===== config.mk =====
export PLATFORM = sky130hd
export DESIGN_NAME = dco_acq_ctrl
export DESIGN_NICKNAME = d
export VERILOG_FILES = /design/src/rtl/dco_acq_pkg.sv /design/src/rtl/dco_sar_search.sv /design/src/rtl/dco_phase_det.sv /design/src/rtl/dco_phase_gain.sv /design/src/rtl/dco_acq_ctrl.sv
export SDC_FILE = /design/constraint.sdc
export NUM_CORES = 1
export LEC_CHECK = 0
export BUFFER_PORTS_ARGS = -buffer_cell sky130_fd_sc_hd__buf_2
export CORE_UTILIZATION = 30
export DETAILED_ROUTE_END_ITERATION = 12
export GPL_TIMING_DRIVEN = 0
export HOLD_SLACK_MARGIN = 0.08
export SLEW_MARGIN = 5
export SYNTH_ARGS = -nofsm -noshare
export SYNTH_HDL_FRONTEND = slang
export SYNTH_HIERARCHICAL = 1
export SYNTH_SLANG_ARGS = --single-unit

===== constraint.sdc =====
create_clock -name clk_ref -period 6.2 [get_ports clk_ref]
set_input_delay 1.24 -clock clk_ref [delete_from_list [all_inputs] [get_ports clk_ref]]
set_output_delay 1.24 -clock clk_ref [all_outputs]
set_load 0.02 [all_outputs]

===== src/rtl/dco_acq_pkg.sv =====
package dco_acq_pkg;
  typedef enum logic [1:0] {
    ST_FREQ  = 2'd0,
    ST_PHASE = 2'd1,
    ST_TRACK = 2'd2
  } acq_state_e;
endpackage


===== src/rtl/dco_sar_search.sv =====
// Successive-approximation search: one bit per comparison, MSB first.
module dco_sar_search #(
  parameter int CW_W   = 16,
  parameter int SETTLE = 1
) (
  input  logic            clk_ref,
  input  logic            rst_n,
  input  logic            en,
  input  logic            cmp_fast,
  output logic [CW_W-1:0] trial_word,
  output logic [CW_W-1:0] result_word,
  output logic            done
);
  localparam int IDX_W = $clog2(CW_W);
  localparam int CNT_W = (SETTLE > 0) ? $clog2(SETTLE + 1) : 1;
  localparam logic [CNT_W-1:0] CNT_LAST = CNT_W'(SETTLE);

  logic [IDX_W-1:0] bit_idx;
  logic [CNT_W-1:0] settle_cnt;
  logic             sample;
  logic [CW_W-1:0]  idx_mask;
  logic [CW_W-1:0]  next_mask;

  always_comb begin
    sample      = (settle_cnt == CNT_LAST);
    idx_mask    = CW_W'(1) << bit_idx;
    next_mask   = (bit_idx == '0) ? '0 : (idx_mask >> 1);
    result_word = cmp_fast ? (trial_word & ~idx_mask) : trial_word;
    done        = en && sample && (bit_idx == '0);
  end

  always_ff @(posedge clk_ref or negedge rst_n) begin
    if (!rst_n) begin
      trial_word <= CW_W'(1) << (CW_W - 1);
      bit_idx    <= IDX_W'(CW_W - 1);
      settle_cnt <= '0;
    end else if (en) begin
      if (sample) begin
        settle_cnt <= '0;
        trial_word <= result_word | next_mask;
        if (bit_idx != '0) bit_idx <= bit_idx - 1'b1;
      end else begin
        settle_cnt <= settle_cnt + 1'b1;
      end
    end
  end
endmodule


===== src/rtl/dco_phase_det.sv =====
// Two series edge-triggered flops: sample then retime the feedback level.
module dco_phase_det (
  input  logic clk_ref,
  input  logic rst_n,
  input  logic dco_fb,
  output logic lead
);
  logic stage1;

  always_ff @(posedge clk_ref or negedge rst_n) begin
    if (!rst_n) begin
      stage1 <= 1'b0;
      lead   <= 1'b0;
    end else begin
      stage1 <= dco_fb;
      lead   <= stage1;
    end
  end
endmodule


===== src/rtl/dco_phase_gain.sv =====
// Signed phase correction with direction-reversal gain halving and saturation.
module dco_phase_gain #(
  parameter int GAIN_INIT = 16,
  parameter int ADJ_W     = 10,
  parameter int GAIN_W    = $clog2(GAIN_INIT + 1)
) (
  input  logic                    clk_ref,
  input  logic                    rst_n,
  input  logic                    en,
  input  logic                    lead,
  output logic signed [ADJ_W-1:0] adj,
  output logic [GAIN_W-1:0]       gain
);
  localparam int ADJ_MAX = (1 << (ADJ_W - 1)) - 1;
  localparam logic signed [ADJ_W:0] SAT_HI = (ADJ_W + 1)'(ADJ_MAX);
  localparam logic signed [ADJ_W:0] SAT_LO = -SAT_HI;
  localparam logic [GAIN_W-1:0] GAIN_RST = GAIN_W'(GAIN_INIT);

  logic                  have_dir;
  logic                  last_dir;
  logic                  flip;
  logic [GAIN_W-1:0]     gain_eff;
  logic signed [ADJ_W:0] mag;
  logic signed [ADJ_W:0] sum;
  logic signed [ADJ_W:0] sat;

  always_comb begin
    flip     = have_dir && (lead != last_dir);
    gain_eff = gain;
    if (flip) gain_eff = (gain > GAIN_W'(1)) ? (gain >> 1) : GAIN_W'(1);
    mag = $signed({{(ADJ_W + 1 - GAIN_W){1'b0}}, gain_eff});
    sum = $signed({adj[ADJ_W-1], adj}) + (lead ? -mag : mag);
    sat = sum;
    if (sum > SAT_HI) sat = SAT_HI;
    else if (sum < SAT_LO) sat = SAT_LO;
  end

  always_ff @(posedge clk_ref or negedge rst_n) begin
    if (!rst_n) begin
      adj      <= '0;
      gain     <= GAIN_RST;
      have_dir <= 1'b0;
      last_dir <= 1'b0;
    end else if (!en) begin
      adj      <= '0;
      gain     <= GAIN_RST;
      have_dir <= 1'b0;
    end else begin
      adj      <= sat[ADJ_W-1:0];
      gain     <= gain_eff;
      have_dir <= 1'b1;
      last_dir <= lead;
    end
  end
endmodule


===== src/rtl/dco_acq_ctrl.sv =====
module dco_acq_ctrl
  import dco_acq_pkg::*;
#(
  parameter int CW_W      = 16,
  parameter int SETTLE    = 1,
  parameter int PH_CYC    = 8,
  parameter int GAIN_INIT = 16,
  parameter int ADJ_W     = 10
) (
  input  logic            clk_ref,
  input  logic            rst_n,
  input  logic            cmp_fast,
  input  logic            dco_fb,
  output logic [CW_W-1:0] ctrl_word,
  output logic [CW_W-1:0] anchor_word,
  output logic            freq_locked,
  output logic            locked
);
  localparam int GAIN_W = $clog2(GAIN_INIT + 1);
  localparam int PH_W   = (PH_CYC > 1) ? $clog2(PH_CYC) : 1;
  localparam logic [PH_W-1:0] PH_LAST = PH_W'(PH_CYC - 1);

  acq_state_e                state;
  logic [CW_W-1:0]           trial_word;
  logic [CW_W-1:0]           sar_result;
  logic                      sar_done;
  logic                      pd_lead;
  logic signed [ADJ_W-1:0]   phase_adj;
  logic [GAIN_W-1:0]         phase_gain;
  logic [CW_W-1:0]           anchor_q;
  logic [PH_W-1:0]           ph_cnt;
  logic signed [CW_W+1:0]    wide_sum;
  logic [CW_W-1:0]           track_word;

  dco_sar_search #(.CW_W(CW_W), .SETTLE(SETTLE)) u_sar (
    .clk_ref(clk_ref), .rst_n(rst_n), .en(state == ST_FREQ),
    .cmp_fast(cmp_fast), .trial_word(trial_word),
    .result_word(sar_result), .done(sar_done)
  );

  dco_phase_det u_pd (
    .clk_ref(clk_ref), .rst_n(rst_n), .dco_fb(dco_fb), .lead(pd_lead)
  );

  dco_phase_gain #(.GAIN_INIT(GAIN_INIT), .ADJ_W(ADJ_W), .GAIN_W(GAIN_W)) u_gain (
    .clk_ref(clk_ref), .rst_n(rst_n), .en(state != ST_FREQ),
    .lead(pd_lead), .adj(phase_adj), .gain(phase_gain)
  );

  always_ff @(posedge clk_ref or negedge rst_n) begin
    if (!rst_n) begin
      state    <= ST_FREQ;
      anchor_q <= '0;
      ph_cnt   <= '0;
    end else begin
      case (state)
        ST_FREQ: if (sar_done) begin
          anchor_q <= sar_result;
          ph_cnt   <= '0;
          state    <= ST_PHASE;
        end
        ST_PHASE: begin
          if (ph_cnt == PH_LAST) state <= ST_TRACK;
          else ph_cnt <= ph_cnt + 1'b1;
        end
        ST_TRACK: state <= ST_TRACK;
        default:  state <= ST_FREQ;
      endcase
    end
  end

  always_comb begin
    wide_sum = $signed({2'b00, anchor_q})
             + $signed({{(CW_W + 2 - ADJ_W){phase_adj[ADJ_W-1]}}, phase_adj});
    if (wide_sum[CW_W+1])   track_word = '0;
    else if (wide_sum[CW_W]) track_word = '1;
    else                     track_word = wide_sum[CW_W-1:0];
  end

  assign ctrl_word   = (state == ST_FREQ) ? trial_word : track_word;
  assign anchor_word = anchor_q;
  assign freq_locked = (state != ST_FREQ);
  assign locked      = (state == ST_TRACK);
endmodule


==> results by stage <==
Clock tree:
- The cell sitting at the root of the clock tree is a sky130_fd_sc_hd__clkbuf_16.
- The maximum buffer depth of the clock tree is 2.
- The clock net in this run drives a total of 61 sinks.
- The number of gates resized after cts is 0.
- The H-tree was split into 3 levels.
- The clock insertion delay at the later pin of the skew report is 330 ps.
- TritonCTS built the clock tree.
- The post-CTS setup buffer count is 0.
- The CTS clock-pin slew for the worst setup and hold paths is 60 ps.
- The number of hold buffers added after CTS was 0.
- Buffers inserted during clock tree synthesis total 9.

Cells and area:
- For this run, the share of the core covered by cells in the final layout is 35.6%.
- Of the cells placed in the final design, the portion with a size suffix greater than 1 is 21.3%.
- From synthesis to final layout, the design area changed by 15.9%.
- For this run, the post-layout net count is 628.
- The number of antenna diodes is 0.
- The count of non-filler cells in the finished layout is 804.
- After routing the design area is 0.00565 mm^2.

Global route:
- The number of antenna violations at the first check in global routing is 0.
- The number of global-route vias before repair is 4,048.
- Entering global routing, the biggest net connects 62 pins.
- The wire length of the first global-routing pass is 20.6 mm.
- The overflow left after global routing is 0.
- For this run, the total global-route usage over all layers was measured as 15.9%.

Critical path:
- The maximum fanout along the worst path is 9.
- On the critical path, the stage with the largest delay is an instance of sky130_fd_sc_hd__or4_1.
- The critical path starts at u_pd/lead$_DFF_PN0_.
- The most frequent cell on the critical path is sky130_fd_sc_hd__ha_1.
- The kind of critical path is flop to flop.
- The critical path goes through clkbuf_1, xor2_1, and2_1, clkbuf_1, nor2_1, nor2_1, inv_1, ha_1, o21ai_0, a211oi_1, ha_1, nand2_1, o21ai_0, ha_1, a21o_1, a221oi_2, xnor2_1, or4_1, or4b_1, a311oi_2.
- In this run the worst setup path terminates at u_gain/adj[0]$_DFF_PN0_.
- The biggest cell delay along the critical path is 550 ps.
- Across all register-to-register paths, the minimum setup slack is 1030 ps.
- For the worst setup path, the data required time is 6430 ps.
- The endpoint class of the critical path is a flop.
- The critical path data arrival time is 5400 ps.
- In this run the critical register-to-register path is launched from u_pd/lead$_DFF_PN0_.
- The number of cells on the worst reg-to-reg path is 20.
- The worst flop-to-flop path endpoint is u_gain/adj[0]$_DFF_PN0_.
- STA classifies the critical path startpoint as a flop.

Yosys:
- Sorting the synthesized cells by how often they occur yields sky130_fd_sc_hd__dfrtp_1, sky130_fd_sc_hd__nand2_1, sky130_fd_sc_hd__ha_1.
- The mapped netlist covers 0.00488 mm^2.
- The net count after synthesis is 580.
- In this run, synthesis inferred 0 flip-flops with an integrated enable.
- Counting flops with an async set or reset pin after synthesis yields a share of 100%.
- After synthesis, the netlist uses 81 different library cells.
- The most common flop cell mapped by yosys is sky130_fd_sc_hd__dfrtp_1.
- After synthesis, the mean cell area works out to 9.12 um^2.
- In the synthesized netlist, the number of instances is 535.
- During synthesis, Yosys emitted a total of 6 warnings.
- The library cell with the largest summed area after synthesis is sky130_fd_sc_hd__dfrtp_1.
- By area the synthesized netlist is led by sky130_fd_sc_hd__dfrtp_1, sky130_fd_sc_hd__ha_1, sky130_fd_sc_hd__mux2_2, sky130_fd_sc_hd__dfstp_2, sky130_fd_sc_hd__nand2_1.
- The cell with the most instances after synthesis is sky130_fd_sc_hd__dfrtp_1.
- Synthesis inferred 61 register bits.
- The fraction of post-synthesis cell area in the top cell type by area is 28.2%.
- Sequential elements use 31.4% of the synthesized area.

STA:
- The final critical delay including setup and external delays is 5170 ps.
- The final cycle utilization of the critical path is 83.4%.
- Setup repair after global routing left no endpoint under its margin.
- The clock arrives with 6.35 ps of skew.
- Summed over all failing endpoints, the final setup total negative slack is 0 ps.
- The worst-margin pin slew is 802 ps.
- The number of hold-slack violations in the final timing report is 0.
- The count of endpoints failing setup in the final report is 0.
- In this run the tightest slew margin relative to its limit is 46.1%.
- The upper clock frequency limit is 193 MHz.
- The total count of max-transition violations in the final report is 0.

Detailed routing:
- The count of nets left with antenna violations once routing finished came out at 0.
- The final routed DRC violation total is 0.
- After detailed routing, the number of vias per cell comes to 5.29.
- In the final routed layout, each cell accounts on average for 16.1 um.
- The total number of vias is 4,254.
- The iteration-0 DRC count of the detailed router is 240.
- The count of TritonRoute iterations in the first routing pass is 4.
- The overall routed net length is 13.0 mm.

Min path:
- The worst hold-check path type is flop to flop.

Die:
- For this design the top-level I/O count stands at 38.
- The die covers 0.0168 mm^2.
- The die span in y is 130 um.
- The standard cell core area is 0.0159 mm^2.
- The die is 130 um wide.
- The initial core utilization is 30.7%.
- The number of core rows is 46.

Place:
- Routability-driven placement finished with a final weighted congestion of 0.857.
- The instance area at placement is 0.00534 mm^2.
- The quantity of I/O buffers inserted on ports is 37.
- The number of placed instances, taps included, is 788.
- Summed over all nets, the half-perimeter wirelength after detailed placement is 10.2 mm.

Power:
- The logic gate share of total power is 59.3%.
- IR analysis of the VDD net gives a maximum drop of 0.248 mV.
- The sequential fraction of design power is 19.9%.
- Net switching is 45.1% of the power.
- The power spent charging and discharging nets is 1.10 mW.
- In this run the static leakage power is 2.48 nW.
- The share of total power in the clock network is 20.7%.
- Power spread over the standard cell area amounts to 433 mW/mm^2.
- The internal power summed over all cells is 1.34 mW.

Run:
- The count of max-cap constraint violations is 0.

Run status:
- The flow ran to the end, and the final reports show no timing, DRC or antenna violations.
logic make-up after synthesis:
kind of cell | count (synthesis) | synth area share [%]
adders and majority gates | 41 | 10.8
DFF | 61 | 31.4
muxes | 24 | 5.38
AOI/OAI and AO/OA | 177 | 26.6
and+or+nand+nor | 159 | 16.8
xor gates and xnor gates | 21 | 3.77
buffers and inverters | 52 | 5.18
metal layers:
metal  up-vias  routed length (um)  track usage [%]
met5         -                   0                0
met4         0                 134             4.92
met3        11                 755             4.09
met2       102                5980             25.5
met1      2044                6100             20.9
li1       2097                   -                -
state kept, by name, summed over array words and instances (netlist names):
signal / cells
u_sar/sample: 1
anchor_word: 16
u_pd/lead: 1
u_gain/have_dir: 1
ph_cnt: 3
u_sar/trial_word: 16
u_pd/stage1: 1
state: 2
u_sar/bit_idx: 4
u_gain/last_dir: 1
u_gain/adj: 10
u_gain/gain: 5
through the flow:
| stage | total power [mW] | setup slack, ps | hold slack, ps |
|---|---|---|---|
| after floorplan | 1.56 | 1790 | 331 |
| after global placement | 1.91 | 1140 | 335 |
| after detailed placement | 1.94 | 976 | 337 |
| after CTS | 2.46 | 948 | 350 |
| after global routing | 2.62 | 650 | 356 |
| final | 2.45 | 1030 | 347 |
cells in the final DEF, fill, tap and decap left out, types with 4 or more instances in the layout:
master                      instances
sky130_fd_sc_hd__a211oi_1           5
sky130_fd_sc_hd__a21boi_0          17
sky130_fd_sc_hd__a21o_1            12
sky130_fd_sc_hd__a21oi_1           28
sky130_fd_sc_hd__a22o_1            15
sky130_fd_sc_hd__a31o_2             7
sky130_fd_sc_hd__a31oi_1            8
sky130_fd_sc_hd__and3_1            10
sky130_fd_sc_hd__buf_2             46
sky130_fd_sc_hd__buf_4              9
sky130_fd_sc_hd__clkbuf_1          13
sky130_fd_sc_hd__clkbuf_16          9
sky130_fd_sc_hd__dfrtp_1           55
sky130_fd_sc_hd__dfstp_2            6
sky130_fd_sc_hd__ha_1              39
sky130_fd_sc_hd__inv_1             18
sky130_fd_sc_hd__mux2_2            17
sky130_fd_sc_hd__mux2i_1            6
sky130_fd_sc_hd__nand2_1           42
sky130_fd_sc_hd__nand3_1           14
sky130_fd_sc_hd__nand4_1            6
sky130_fd_sc_hd__nor2_1            34
sky130_fd_sc_hd__nor2b_1            4
sky130_fd_sc_hd__nor3_1            20
sky130_fd_sc_hd__o211ai_1           6
sky130_fd_sc_hd__o21ai_0           19
sky130_fd_sc_hd__o21ai_1           15
sky130_fd_sc_hd__xnor2_1           14
sky130_fd_sc_hd__xor2_1             7
power groups by stage:
stage / Clock [mW] / Sequential [mW] / Combinational (mW)
global route: 0.537 / 0.494 / 1.59
CTS: 0.524 / 0.489 / 1.45
floorplan: 0 / 0.477 / 1.09
global placement: 0 / 0.494 / 1.41
finish: 0.508 / 0.488 / 1.45
detailed placement: 0 / 0.496 / 1.44
area by class of cell:
cell class | count | area [um^2]
fillers | 1655 | 10200
multi-input cells | 422 | 3100
flip-flops and latches | 61 | 1530
well taps | 216 | 270
clock buffers | 10 | 239
repair buffers | 37 | 188
plain buffers | 33 | 181
clock inverters | 6 | 71.3
inverters | 19 | 71.3
critical path, delay by kind of cell (launching register included):
family | cells | cell delay (ps)
compound gates | 6 | 1220
xor+xnor | 2 | 380
fa+ha+maj | 3 | 890
buf+inv | 3 | 660
flops | 1 | 320
simple gates | 6 | 1600
worst min-delay path by stage:
| stage | slack [ps] | startpoint | endpoint | depth (start not counted) |
|---|---|---|---|---|
| after floorplan | 330 | u_pd/stage1$_DFF_PN0_ | u_pd/lead$_DFF_PN0_ | 0 |
| after global placement | 340 | u_pd/stage1$_DFF_PN0_ | u_pd/lead$_DFF_PN0_ | 0 |
| after detailed placement | 340 | u_pd/stage1$_DFF_PN0_ | u_pd/lead$_DFF_PN0_ | 0 |
| after CTS | 350 | u_pd/stage1$_DFF_PN0_ | u_pd/lead$_DFF_PN0_ | 0 |
| after global routing | 360 | u_pd/stage1$_DFF_PN0_ | u_pd/lead$_DFF_PN0_ | 0 |
| final | 350 | u_pd/stage1$_DFF_PN0_ | u_pd/lead$_DFF_PN0_ | 0 |
Power figures use the tool's default switching activity.
